### config.mk
export PLATFORM = sky130hd
export DESIGN_NAME = prot_csum_acc
export DESIGN_NICKNAME = d
export VERILOG_FILES = /design/src/rtl/prot_csum_acc.sv
export SDC_FILE = /design/constraint.sdc
export NUM_CORES = 1
export LEC_CHECK = 0
export ABC_AREA = 0
export ABC_CLOCK_PERIOD_IN_PS = 3800
export CORE_ASPECT_RATIO = 1.2
export CORE_UTILIZATION = 40
export CTS_CLUSTER_DIAMETER = 100
export DETAILED_ROUTE_END_ITERATION = 12
export HOLD_SLACK_MARGIN = 0.1
export PLACE_DENSITY = 0.66
export SLEW_MARGIN = 15
export SYNTH_ARGS = -nofsm -noshare
export SYNTH_HDL_FRONTEND = slang
export SYNTH_SLANG_ARGS = --single-unit
### constraint.sdc
create_clock -name clk -period 3.8 [get_ports clk]
set_clock_uncertainty 0.05 [all_clocks]
set_input_delay 0.76 -clock clk [delete_from_list [all_inputs] [get_ports clk]]
set_output_delay 0.76 -clock clk [all_outputs]
set_load 0.005 [all_outputs]
### src/rtl/prot_csum_acc.sv
module prot_csum_acc #(
  parameter int ADDR_W      = 11,
  parameter int DIN_W       = 14,
  parameter int WORD_W      = 12,
  parameter int SUM_W       = 16,
  parameter int NUM_ID      = 4,
  parameter int WIDE_LAST   = 'h3FE,
  parameter int NARROW_LAST = 'h03F,
  parameter int CFG_MASK    = 'h3FF,
  parameter int PROT_BIT    = 4
) (
  input  logic                     clk,
  input  logic                     rst_n,
  input  logic                     clr,
  input  logic                     word_vld,
  input  logic [ADDR_W-1:0]        word_addr,
  input  logic [DIN_W-1:0]         word_data,
  input  logic [WORD_W-1:0]        cfg_word,
  input  logic [NUM_ID*WORD_W-1:0] id_words,
  input  logic                     done,
  output logic [SUM_W-1:0]         sum_out,
  output logic                     sum_vld
);
  localparam int NIB = SUM_W / NUM_ID;

  logic [SUM_W-1:0] acc_wide, acc_narrow, word_ext, cfg_term, id_pack, final_sum;
  logic in_wide, in_narrow, prot_on;

  assign word_ext  = SUM_W'(word_data[WORD_W-1:0]);
  assign in_wide   = word_addr <= ADDR_W'(WIDE_LAST);
  assign in_narrow = word_addr <= ADDR_W'(NARROW_LAST);
  assign cfg_term  = SUM_W'(cfg_word & WORD_W'(CFG_MASK));
  assign prot_on   = ~cfg_word[PROT_BIT];

  for (genvar g = 0; g < NUM_ID; g++) begin : g_pack
    assign id_pack[SUM_W-1-g*NIB -: NIB] = id_words[g*WORD_W +: NIB];
  end

  assign final_sum = (prot_on ? acc_narrow : acc_wide) + cfg_term
                   + (prot_on ? id_pack : '0);

  always_ff @(posedge clk or negedge rst_n) begin
    if (!rst_n) begin
      acc_wide   <= '0;
      acc_narrow <= '0;
    end else if (clr) begin
      acc_wide   <= '0;
      acc_narrow <= '0;
    end else if (word_vld) begin
      if (in_wide)   acc_wide   <= acc_wide + word_ext;
      if (in_narrow) acc_narrow <= acc_narrow + word_ext;
    end
  end

  always_ff @(posedge clk or negedge rst_n) begin
    if (!rst_n) begin
      sum_out <= '0;
      sum_vld <= 1'b0;
    end else begin
      sum_vld <= done;
      if (done) sum_out <= final_sum;
    end
  end
endmodule

==> metrics.md <==
| Metric | Value |
|---|---|
| Yosys warnings | `0` |
| Largest net degree at the start of global routing | `34` |
| Post-CTS Hold Buffers | `0` |
| Leakage power | `2.680 nW` |
| Maximum fanout along the worst path | `6` |
| # clock sinks | `49` |
| Total congestion overflow | `0` |
| Slew Limit Fails | `0` |
| Seq cells post-synth | `49` |
| Final hold vios | `0` |
| DRC viols | `0` |
| Max-slew headroom | `0.3854` |
| Placer Congestion | `0.8632` |
| Status | `complete, no violations` |
| Fill cells | `approximately 1000` |
| Share of cells above drive strength 1 | `0.1672` |
| Count of cell types in the netlist | `69` |
| Crit Path Class | `in -> reg` |
| Pwr Density | `298.2 nW/µm²` |
| Hold EP | `sum_out[11]` |
| Cell area after layout | `approximately 5800 µm²` |
| RSZ-0062 raised after global routing | `false` |
| Number of global-route vias before repair | `~4000` |
| VDD IR max | `0.2556 mV` |
| Rows | `42` |
| R2r setup slk | `670 ps` |
| CTS Buf Count | `5` |
| Cell Area, Synth | `approximately 4500 µm²` |
| Startpoint types | `input port` |
| Final #Nets | `about 730` |
| Slowest CP cell | `fa_2` |
| Die height | `118.3 µm` |
| Syn_nets | `between 600 and 700` |
| Hold Crit Depth | `2` |
| Critical path endpoint category | `register` |
| Area after DPL | `about 5600 µm²` |
| Most common cell after layout, fill and taps aside | `clkdlybuf4s50_1` |
| Post-synth EDFFs | `0` |
| Die area | `11700 µm²` |
| Vias after detailed routing | `4000` |
| Post-synthesis cell count | `488` |
| Worst path cell trace | `dlymetal6s2s_1, buf_6, mux2_4, fa_2, ha_4, a211oi_4, o21a_2, nor4_2, buf_4, or3_4, xor2_1, mux2_2` |
| Slowest stage delay, CP | `620 ps` |
| Period Utilization, post-route | `0.9119` |
| # diodes | `0` |
| TritonCTS clock tree | `yes` |
| Drt first pass iters | `4` |
| Most frequent cells in the layout | `68 x clkdlybuf4s50_1, 50 x nand2_1, 49 x dfrtp_1` |
| Required @ worst endpoint | `3930 ps` |
| # H-tree levels | `2` |
| Reg clk slew, reported paths | `70 ps` |
| Initial antenna violation count | `0` |
| Seq/Total Area, Yosys | `0.2719` |
| Worst-Margin Slew | `919.0 ps` |
| Clock buffer depth | `2` |
| Initial core utilization | `0.4106` |
| PortBufs | `70` |
| Worst reg2reg path endpoint | `sum_out[10]` |
| Hold Startpoint | `sum_out[11]` |
| Critical Path AT | `around 3600 ps` |
| Clock root cell | `clkbuf_16` |
| Crit path buf inv count | `3` |
| Register-to-Register Path Depth | `11` |
| HPWL after detailed placement | `8958 µm` |
| Max cap viols | `0` |
| Worst R2R Start | `acc_narrow[1]` |
| Prevailing post-synth register cell | `dfrtp_1` |
| Avg Vias per Cell | `between 5 and 6` |
| FMAX | `288.6 MHz` |
| Final setup vio count | `0` |
| Initial DRC count | `~180` |
| Clk_lat worst skew | `290 ps` |
| Core box area | `10980 µm²` |
| Area grow syn2layout | `29.13%` |
| Post-Syn Area per Cell | `between 9 and 10 µm²` |
| Min-delay worst type | `reg -> reg` |
| First-pass GRT wire length | `18930 µm` |
| Die width | `98.93 µm` |
| Ys async rst share | `1.000` |
| Post-layout util | `0.5302` |
| Post-DRT Antenna Nets | `0` |
| Io pins | `between 100 and 150` |
| Final WL | `11420 µm` |
| Fin crit period | `3465 ps` |
| GRT Overall Usage | `0.2034` |
| Routed WL per cell | `about 16 µm` |
| CP delay by family, top | `adder cells` |
cell type report:
cell class,count,area [µm²],area share
Clock inverter,2,37.54,0.006446
Tap cell,132,165.2,0.02836
Timing Repair Buffer,106,983.4,0.1689
Sequential cell,49,1226,0.2106
Multi-Input combinational cell,408,3216,0.5522
Clock buffer,6,138.9,0.02385
Inverter,15,56.30,0.009669
state kept, by name (all words and copies together) (netlist names):
signal / cells
acc_narrow: 16
acc_wide: 16
sum_out: 16
sum_vld: 1
cells in the mapped netlist (6+ instances only):
library cell / count / share of area
a21oi_1: 37 / 0.041
nand3_1: 13 / 0.014
nand4_1: 6 / 0.0083
and2_1: 6 / 0.0083
dfrtp_1: 49 / 0.27
mux2_2: 24 / 0.060
nand2_1: 50 / 0.042
clkbuf_1: 9 / 0.0075
fa_1: 13 / 0.058
a211oi_1: 10 / 0.017
nor3_1: 6 / 0.0067
o21ai_0: 20 / 0.022
ha_1: 43 / 0.12
a21o_1: 23 / 0.038
xor2_1: 7 / 0.014
xnor2_1: 12 / 0.023
nor2_1: 32 / 0.027
nor2b_1: 21 / 0.029
inv_1: 15 / 0.012
o21a_1: 8 / 0.013
power breakdown:
part | switching (W) | leakage, nW | internal [W] | total, W
registers | 0.0000297 | 0.647 | 0.000572 | 0.000601
clock network | 0.000208 | 0.0831 | 0.000329 | 0.000537
logic | 0.000270 | 1.95 | 0.000328 | 0.000598
total | 0.000508 | 2.68 | 0.00123 | 0.00174
kinds of logic (layout without fill, tap and decap cells):
logic type | after synthesis | in the layout | share of synthesized area
AOI/OAI and AO/OA | 142 | 142 | 0.2286
xor gates and xnor gates | 19 | 19 | 0.03690
adders and majority gates | 56 | 56 | 0.1770
buffers and inverters | 31 | 129 | 0.02830
DFF | 49 | 49 | 0.2719
muxes | 30 | 30 | 0.07464
and+or+nand+nor | 161 | 161 | 0.1826
repair_timing:
item,in CTS,in global routing
resized for setup,13,7
pin swaps,7,5
endpoints found under the setup margin,6,7
setup buffers,1,0
metal layers:
metal / global-route usage / part of all wire / up-vias
li1: - / - / 1977
met1: 0.2572 / 0.46 / 1928
met3: 0.02898 / 0.031 / 16
met4: 0.06716 / 0.021 / 0
met2: 0.3536 / 0.49 / 79
met5: 0 / 0 / -
metrics by stage:
stage / TNS [ps] / instances / setup slack, ps / hold slack (ps) / power, W
2_1_floorplan: 0 / 488 / 61.39 / 414.4 / 0.0009105
3_3_place_gp: -2524 / 709 / -379.3 / 424.8 / 0.001177
3_5_place_dp: -2803 / 709 / -395.2 / 418.3 / 0.001185
4_1_cts: 0 / 718 / 2.354 / 448.4 / 0.001750
5_1_grt: 0 / 718 / 216.9 / 464.2 / 0.001838
6_report: 0 / 718 / 334.8 / 443.7 / 0.001736
how the worst max path moves through the flow:
stage	startpoint	to	slack, ps	cells after the start
floorplan	cfg_word[4]	sum_out[13]	60	12
global placement	cfg_word[4]	sum_out[10]	-380	12
detailed placement	cfg_word[4]	sum_out[10]	-400	11
CTS	cfg_word[4]	sum_out[10]	2	13
global route	cfg_word[4]	sum_out[10]	220	14
finish	cfg_word[4]	sum_out[10]	330	12
worst register-to-register path, delay by kind of cell (launching register included):
family | cells | cell delay [ps]
fa+ha+maj | 2 | 700
mux | 2 | 560
flops | 1 | 440
compound gates | 2 | 430
simple gates | 2 | 400
buf+inv | 2 | 280
xor+xnor | 1 | 150
Note: power is estimated with default switching activity, not from simulation.
